**src/rtl/irq_accept_pkg.sv**
```systemverilog
package irq_accept_pkg;

  typedef enum logic [2:0] {
    SRC_MASKABLE = 3'd0,
    SRC_WATCHDOG = 3'd1,
    SRC_NONMASK  = 3'd2,
    SRC_SOFTWARE = 3'd3,
    SRC_ADDRHIT  = 3'd4,
    SRC_DEBUG    = 3'd5,
    SRC_STEP     = 3'd6,
    SRC_SPARE    = 3'd7
  } irq_src_e;

  typedef enum logic [1:0] {
    ST_IDLE = 2'd0,
    ST_WAIT = 2'd1,
    ST_SEQ  = 2'd2
  } seq_state_e;

  // Cycles added on top of the bus/alignment base for a given source.
  function automatic int unsigned src_extra(irq_src_e s);
    case (s)
      SRC_DEBUG:            return 2;
      SRC_ADDRHIT, SRC_STEP: return 1;
      default:              return 0;
    endcase
  endfunction

  // Base entry length before the source-specific addition.
  function automatic int unsigned base_len(logic bus8, logic vodd, logic sodd,
                                           int unsigned b16, int unsigned b8);
    if (bus8) return b8;
    return b16 + int'(vodd) + int'(sodd);
  endfunction

  // Source forces the top level.
  function automatic logic forces_top(irq_src_e s);
    return (s == SRC_WATCHDOG) || (s == SRC_NONMASK);
  endfunction

endpackage

```
**src/rtl/irq_len_calc.sv**
```systemverilog
module irq_len_calc
  import irq_accept_pkg::*;
#(
  parameter int BASE16_CYC = 18,
  parameter int BASE8_CYC  = 20,
  parameter int CNT_W      = 5
) (
  input  irq_src_e         src_i,
  input  logic             bus8_i,
  input  logic             vec_odd_i,
  input  logic             sp_odd_i,
  output logic [CNT_W-1:0] len_o
);

  int unsigned total;

  always_comb begin
    total = base_len(bus8_i, vec_odd_i, sp_odd_i, BASE16_CYC, BASE8_CYC)
            + src_extra(src_i);
    len_o = CNT_W'(total);
  end

endmodule

```
**src/rtl/irq_ipl_rule.sv**
```systemverilog
module irq_ipl_rule
  import irq_accept_pkg::*;
#(
  parameter int IPL_W = 3
) (
  input  irq_src_e         src_i,
  input  logic [IPL_W-1:0] lvl_i,
  input  logic [IPL_W-1:0] cur_i,
  output logic [IPL_W-1:0] nxt_o
);

  always_comb begin
    if (src_i == SRC_MASKABLE)  nxt_o = lvl_i;
    else if (forces_top(src_i)) nxt_o = '1;
    else                        nxt_o = cur_i;
  end

endmodule

```
**src/rtl/irq_seq_ctrl.sv**
```systemverilog
module irq_seq_ctrl
  import irq_accept_pkg::*;
#(
  parameter int CNT_W = 5
) (
  input  logic             clk,
  input  logic             rst_n,
  input  logic             req_i,
  input  logic             done_i,
  input  logic [CNT_W-1:0] len_i,
  output logic             idle_o,
  output logic             busy_o,
  output logic             accept_o,
  output logic             seq_start_o,
  output logic             seq_last_o,
  output logic             hstart_o
);

  seq_state_e       state_q, state_d;
  logic [CNT_W-1:0] cnt_q;
  logic             hstart_q;

  assign idle_o      = (state_q == ST_IDLE);
  assign busy_o      = !idle_o;
  assign accept_o    = idle_o && req_i;
  assign seq_start_o = (accept_o && done_i) || ((state_q == ST_WAIT) && done_i);
  assign seq_last_o  = (state_q == ST_SEQ) && (cnt_q == CNT_W'(1));
  assign hstart_o    = hstart_q;

  always_comb begin
    state_d = state_q;
    case (state_q)
      ST_IDLE: if (accept_o)   state_d = done_i ? ST_SEQ : ST_WAIT;
      ST_WAIT: if (done_i)     state_d = ST_SEQ;
      ST_SEQ:  if (seq_last_o) state_d = ST_IDLE;
      default:                 state_d = ST_IDLE;
    endcase
  end

  always_ff @(posedge clk or negedge rst_n) begin
    if (!rst_n) begin
      state_q  <= ST_IDLE;
      cnt_q    <= '0;
      hstart_q <= 1'b0;
    end else begin
      state_q  <= state_d;
      hstart_q <= seq_last_o;
      if (seq_start_o)           cnt_q <= len_i;
      else if (state_q == ST_SEQ) cnt_q <= cnt_q - CNT_W'(1);
    end
  end

endmodule

```
**src/rtl/irq_accept_seq.sv**
```systemverilog
module irq_accept_seq
  import irq_accept_pkg::*;
#(
  parameter int IPL_W      = 3,
  parameter int BASE16_CYC = 18,
  parameter int BASE8_CYC  = 20
) (
  input  logic             clk,
  input  logic             rst_n,
  input  logic             req_i,
  input  logic [2:0]       src_i,
  input  logic [IPL_W-1:0] lvl_i,
  input  logic             vec_odd_i,
  input  logic             sp_odd_i,
  input  logic             bus8_i,
  input  logic             insn_done_i,
  output logic             busy_o,
  output logic [IPL_W-1:0] ipl_o,
  output logic             hstart_o
);

  localparam int MAX_EXTRA = 2;
  localparam int B16_MAX   = BASE16_CYC + 2;
  localparam int LEN_MAX   = ((B16_MAX > BASE8_CYC) ? B16_MAX : BASE8_CYC) + MAX_EXTRA;
  localparam int CNT_W     = $clog2(LEN_MAX + 1);

  // Captured request attributes.
  irq_src_e         src_q;
  logic [IPL_W-1:0] lvl_q;
  logic             vodd_q, sodd_q, bus8_q;

  // Named internal events.
  logic             idle_w, accept_w, seq_start_w, seq_last_w;
  logic [CNT_W-1:0] len_w;
  logic [IPL_W-1:0] ipl_q, ipl_nxt_w;

  // Live inputs count in the accepting cycle, captured values afterwards.
  irq_src_e src_sel;
  logic     vodd_sel, sodd_sel, bus8_sel;

  assign src_sel  = idle_w ? irq_src_e'(src_i) : src_q;
  assign vodd_sel = idle_w ? vec_odd_i : vodd_q;
  assign sodd_sel = idle_w ? sp_odd_i  : sodd_q;
  assign bus8_sel = idle_w ? bus8_i    : bus8_q;

  irq_seq_ctrl #(.CNT_W(CNT_W)) u_ctrl (
    .clk         (clk),
    .rst_n       (rst_n),
    .req_i       (req_i),
    .done_i      (insn_done_i),
    .len_i       (len_w),
    .idle_o      (idle_w),
    .busy_o      (busy_o),
    .accept_o    (accept_w),
    .seq_start_o (seq_start_w),
    .seq_last_o  (seq_last_w),
    .hstart_o    (hstart_o)
  );

  irq_len_calc #(
    .BASE16_CYC (BASE16_CYC),
    .BASE8_CYC  (BASE8_CYC),
    .CNT_W      (CNT_W)
  ) u_len (
    .src_i     (src_sel),
    .bus8_i    (bus8_sel),
    .vec_odd_i (vodd_sel),
    .sp_odd_i  (sodd_sel),
    .len_o     (len_w)
  );

  irq_ipl_rule #(.IPL_W(IPL_W)) u_ipl (
    .src_i (src_q),
    .lvl_i (lvl_q),
    .cur_i (ipl_q),
    .nxt_o (ipl_nxt_w)
  );

  always_ff @(posedge clk or negedge rst_n) begin
    if (!rst_n) begin
      src_q  <= SRC_MASKABLE;
      lvl_q  <= '0;
      vodd_q <= 1'b0;
      sodd_q <= 1'b0;
      bus8_q <= 1'b0;
      ipl_q  <= '0;
    end else begin
      if (accept_w) begin
        src_q  <= irq_src_e'(src_i);
        lvl_q  <= lvl_i;
        vodd_q <= vec_odd_i;
        sodd_q <= sp_odd_i;
        bus8_q <= bus8_i;
      end
      if (seq_last_w) ipl_q <= ipl_nxt_w;
    end
  end

  assign ipl_o = ipl_q;

endmodule

```
**config.mk**
```make
export PLATFORM = sky130hd
export DESIGN_NAME = irq_accept_seq
export DESIGN_NICKNAME = d
export VERILOG_FILES = /design/src/rtl/irq_accept_pkg.sv /design/src/rtl/irq_len_calc.sv /design/src/rtl/irq_ipl_rule.sv /design/src/rtl/irq_seq_ctrl.sv /design/src/rtl/irq_accept_seq.sv
export SDC_FILE = /design/constraint.sdc
export NUM_CORES = 1
export LEC_CHECK = 0
export ABC_AREA = 1
export BUFFER_PORTS_ARGS = -buffer_cell sky130_fd_sc_hd__buf_2
export CORE_MARGIN = 3
export CORE_UTILIZATION = 45
export DETAILED_ROUTE_END_ITERATION = 10
export PLACE_DENSITY = 0.65
export SYNTH_ARGS = -nofsm -noshare
export SYNTH_HDL_FRONTEND = slang
export SYNTH_SLANG_ARGS = --single-unit
export TNS_END_PERCENT = 1
```
**constraint.sdc**
```tcl
create_clock -name clk -period 4.35 [get_ports clk]
set_clock_uncertainty 0.1 [all_clocks]
set_input_delay 0.435 -clock clk [delete_from_list [all_inputs] [get_ports clk]]
set_output_delay 0.435 -clock clk [all_outputs]
set_load 0.03 [all_outputs]
```
=== Word level (Yosys, flattened, before mapping) ===
Cells that the tools add are included.
Widths: inputs -> output; s select.

* Eq/ne operators: 11
* Muxes and demuxes: 17
* Add/sub/neg operators: 4
* Reduce and logical (&&, ||, !) cells: 14

{| class="wikitable"
|+ Operators with widths
! cell !! number
|-
| $mux 5 || 4
|-
| $eq 3x3->1 const B || 3
|-
| $mux 3 || 3
|-
| $mux 2 || 4
|-
| $pmux 2 s3 || 1
|-
| $add 5x1->5 || 1
|-
| $add 5x1->5 const A || 1
|-
| $add 5x2->5 || 1
|-
| $eq 5x1->1 const B || 1
|-
| $sub 5x1->5 const B || 1
|-
| $logic_and 1x1->1 || 4
|-
| $mux 1 || 4
|-
| $ne 2x1->1 const B || 2
|-
| $pmux 2 s2 || 1
|-
| $reduce_bool 2->1 || 2
|-
| $eq 3x1->1 const B || 1
|-
| $eq 3x2->1 const B || 1
|-
| $logic_not 3->1 || 1
|-
| $reduce_and 3->1 || 1
|-
| $eq 2x1->1 const B || 1
|-
| $eq 2x2->1 const B || 1
|-
| $logic_not 2->1 || 1
|-
| $logic_or 1x1->1 || 2
|-
| $ne 2x2->1 const B || 1
|-
| other kinds (3) || 3
|}

* Bits in registers: 20
* Logic and storage cells: 55
* Output and inout port bits: 5

=== Depth between registers and ports, before layout ===
* Word-level depth: 7
* Mapped depth: 15
* Gate-level depth less buffers: 15

=== Hierarchy ===
From an unflattened synthesis, not the netlist that was laid out.

* Cell total of the unflattened synthesis: 177
* Area total of the unflattened synthesis: 1242.4 um2

{| class="wikitable"
|+ By module, submodules not included
! module !! seq. area each (um2) !! instances !! area an instance (um2) !! cells an instance
|-
| irq_accept_seq || 300.3 || 1 || 525.5 || 70
|-
| irq_seq_ctrl || 200.2 || 1 || 500.5 || 67
|-
| irq_len_calc || 0.0 || 1 || 126.4 || 20
|-
| irq_ipl_rule || 0.0 || 1 || 90.1 || 20
|}

=== Worst setup path before layout ===
No wires, ideal clock.

* Path kind: register -> register
* Start: register u_ctrl.state_q[1]
* End: register u_ctrl.cnt_q[2]
* Path slack: 2002 ps
* Data arrival time: 2186 ps
* Cell stages (with the launch flop): 15
* Library setup time: 62 ps
* Clock period less this slack: 2348 ps
* Required time: 4188 ps
* Cells stage by stage: dfrtp_1 -> inv_2 -> nand2_4 -> nand2_1 -> o21ai_0 -> ha_1 -> a21boi_0 -> ha_1 -> inv_1 -> fa_1 -> inv_1 -> nand3_1 -> nand3_1 -> nand2_1 -> inv_1

* Longest elaborated chain between the ends: 7
* Elaborated cells on any way between the ends: 24
* Classes of those cells: add/sub: 3; eq/ne: 5; mux: 9; reduce/logical: 7

{| class="wikitable"
|+ Ends and longest elaborated chain
! what !! line !! source
|-
| start, declared || irq_seq_ctrl.sv:19 || <nowiki>seq_state_e state_q, state_d;</nowiki>
|-
| start signal, assigned || irq_seq_ctrl.sv:46 || <nowiki>state_q <= state_d;</nowiki>
|-
| $logic_not 2->1 || irq_seq_ctrl.sv:23 || <nowiki>assign idle_o = (state_q == ST_IDLE);</nowiki>
|-
| $mux 1 / $mux 3 (equally long branches) || irq_accept_seq.sv:42, irq_accept_seq.sv:41 ||
|-
| $add 5x1->5 / $eq 3x3->1 (equally long branches) || irq_accept_pkg.sv:33, irq_accept_pkg.sv:22 ||
|-
| $add 5x1->5 / $reduce_or 2->1 (equally long branches) || irq_accept_pkg.sv:33, irq_accept_pkg.sv:22 ||
|-
| $mux 5 / $pmux 2 s2 (equally long branches) || irq_accept_pkg.sv:33, irq_accept_pkg.sv:22 ||
|-
| $add 5x2->5 || irq_len_calc.sv:19 || <nowiki>+ src_extra(src_i);</nowiki>
|-
| $mux 5 || irq_seq_ctrl.sv:48 || <nowiki>if (seq_start_o) cnt_q <= len_i;</nowiki>
|-
| end signal, assigned || irq_seq_ctrl.sv:48 ||
|-
| end signal, assigned || irq_seq_ctrl.sv:49 || <nowiki>else if (state_q == ST_SEQ) cnt_q <= cnt_q - CNT_W'(1);</nowiki>
|-
| end, declared || irq_seq_ctrl.sv:20 || <nowiki>logic [CNT_W-1:0] cnt_q;</nowiki>
|}

Several ways; a longest one is shown, not always the timed one.
A chain may end at the register's enable or synchronous reset.

=== Final worst setup path ===
Ends and elaborated chain as after synthesis.

==> impl_metrics.yaml <==
run_status:
  status: "completed"
grt:
  globalRoute.totalOverflow: 0
  grt_pass1_wl_mm: 4.09
  grt_pass1_vias: 967
  track_usage_pct: 15.8
  grt_antenna_before_repair: 0
  grt_max_degree: 21
critical_path:
  path_class: "reg -> reg"
  critical_path_arrival_ps: 2670
  reg2reg_from: "u_ctrl.state_q[1]"
  regToRegSetupSlack_ps: 1850
  cp_max_fo: 8
  crit_path_frequent_cell: "inv_1"
  start_kind: "flip-flop"
  endpoint_kind: "flip-flop"
  cpPeakStageDelay_ps: 500
  cpMaxStageDelayCell: "dfrtp_1"
  crit_chain: "inv_2, nand2_4, nand2_1, o21ai_0, ha_1, a21boi_0, ha_1, inv_1, fa_1, inv_1, nand3_1, nand3_1, nand2_1, inv_1"
  rr_worst_depth: 14
  required_ps: 4510
  timing.rr.end: "u_ctrl.cnt_q[2]"
sta:
  fin_crit_ps: 2500
  setup_ws_ps: 1850
  final_min_period_over_clock_period_pct: 57.6
  finalSetupTns_ps: 0
  setup_viol: 0
  maxSlewViolCount: 0
  rsz0062_at_grt: "no"
  relSlewSlack_pct: 69.3
  finalHoldViolations: 0
  fmax_mhz: 399
  tightest_slew_ps: 460
clocking:
  cts_tree: "done"
  clock-sinks: 20
  cts_root_buf: "clkbuf_4"
  clk_pin_slew_worst_paths_ps: 120
  numCtsBuffers: 3
  post_cts_buffers: 0
  clockBufferDepth: 2
  h-tree-depth: 1
  ctsResizeCount: 0
  clock_latency_ps: 310
routing:
  route.detailed.wl_per_inst_um: 11.7
  drc: 0
  routed_wl_mm: 2.25
  vias: 941
  firstDrtPassIters: 4
  vias_per_cell: 4.90
  drt-initial-drc-count: 28
  drtAntennaViolNets: 0
min_path:
  hold_end: "u_ctrl.state_q[0]"
  worstHoldPathType: "in -> reg"
  whs_path_depth: 2
  min_from: "insn_done_i"
power:
  power.total_mw: 0.984
  worst_ir_drop_vdd_uv: 330
  p_leak_nw: 0.729
  powerDensity_nw_per_um2: 722
yosys:
  synthesis.nets: 161
  ys.flop_type: "dfrtp_1"
  synth_top_area_share_pct: 41.8
  synth_edf_count: 0
  synth_common_cells: "nand2_1 (29), inv_1 (23), dfrtp_1 (20)"
  seq_area_frac_synth_pct: 41.8
  async_flop_share_pct: 100
  syn_area_per_cell_sq_um: 8.43
  synthCells: 142
  synth_area_leaders: "dfrtp_1 (42%), nand2_1 (9.1%), inv_1 (7.2%)"
  yosys_register_bits: 20
  yosysMostFrequentCell: "nand2_1"
  yosys_warnings: 0
  syn_area_sq_um: 1200
  synth_cell_types: 27
  synth_top_cell_by_area: "dfrtp_1"
layout:
  final_cells: 192
  drive_gt1_share_pct: 22.8
  n_fill_cell: 246
  antenna_cells: 0
  finalInstanceArea_sq_um: 1360
  area_growth_syn_to_layout_pct: 13.9
  layout.nets: 182
placement:
  hpwl_mm: 1.73
  place_ws_ps: 1870
  place_inst: 187
  placed_cell_area_sq_um: 1300
  port-buffer-count: 17
  gp_congestion: 0.800
floorplan:
  die_y_um: 57.6
  core_sq_um: 2500
  floorplan.rows: 18
  initial_utilization_pct: 47.9
  pin_count: 18
  die-area_sq_um: 3320
  die_w_um: 57.6
run:
  maxCapViolCount: 0
==> sequential cells by signal (all words and copies together) (netlist names) <==
name             cells
u_ctrl.hstart_o      1
u_ctrl.state_q       2
ipl_o                3
sodd_q               1
vodd_q               1
u_ctrl.cnt_q         5
bus8_q               1
lvl_q                3
src_q                3
==> placed cells by master (no fill, tap or decap), types with 5 or more instances in the layout <==
cell type	count
nand2_1	29
a21oi_1	5
o21ai_1	8
buf_2	17
nor2_1	10
ha_1	5
dfrtp_1	20
nand3_1	8
o21ai_0	6
inv_1	23
==> timing repair <==
item	in CTS	in global routing
setup endpoints to repair	0	0
hold endpoints to repair	20	0
hold buffers	1	0
==> power by group <==
part	switching [mW]	total, mW	internal (mW)
clock	0.0615	0.155	0.0932
combinational	0.315	0.502	0.187
sequential	0.0603	0.328	0.267
total	0.437	0.984	0.547
==> worst max-delay path: cells and delay by family (launching register included) <==
| kind | cells | cell delay [ps] |
|---|---|---|
| compound gates | 2 | 290 |
| fa+ha+maj | 3 | 920 |
| buf+inv | 4 | 300 |
| flops | 1 | 500 |
| simple gates | 5 | 350 |
==> final cells by class <==
cell class | count | area (sq um) | share of cell area (%)
multi-input combinational | 94 | 581 | 42.6
timing repair buffer | 18 | 95.1 | 6.97
sequential | 20 | 500 | 36.7
clock buffer | 3 | 22.5 | 1.65
tap | 30 | 37.5 | 2.75
inverter | 26 | 97.6 | 7.16
clock inverter | 1 | 30.0 | 2.20
==> metrics by stage <==
step / util [%] / hold slack (ps)
floorplan: - / 39.4
global route: 54.6 / 210
CTS: 54.6 / 211
finish: 54.6 / 216
global placement: 52.1 / 308
detailed placement: 52.1 / 312
==> kinds of logic (layout without fill, tap and decap cells) <==
logic type	after synthesis	in the layout	share of synthesized area, %
flops	20	20	41.8
buf+inv	28	48	9.72
fa+ha+maj	6	6	6.90
mux	4	4	3.76
simple gates	62	62	27.8
compound gates	22	22	10.0
==> metal layers <==
metal  wire (um)  vias to the layer above  track usage, %
met2        1120                       22            26.8
met5           0                        -               0
li1            -                      490               -
met1        1010                      422            20.0
met3          75                        7            2.04
met4          47                        0            6.62
==> worst max path at each step <==
stage	startpoint	to	slack, ps	cells past startpoint
5_1_grt	u_ctrl.state_q[1]	u_ctrl.cnt_q[2]	1570	14
3_5_place_dp	u_ctrl.state_q[1]	u_ctrl.cnt_q[2]	1870	14
3_3_place_gp	u_ctrl.state_q[1]	u_ctrl.cnt_q[2]	1990	14
2_1_floorplan	u_ctrl.state_q[1]	u_ctrl.cnt_q[2]	2000	14
6_report	u_ctrl.state_q[1]	u_ctrl.cnt_q[2]	1850	14
4_1_cts	u_ctrl.state_q[1]	u_ctrl.cnt_q[2]	1840	14
No activity file was read; power rests on OpenSTA's default activity.
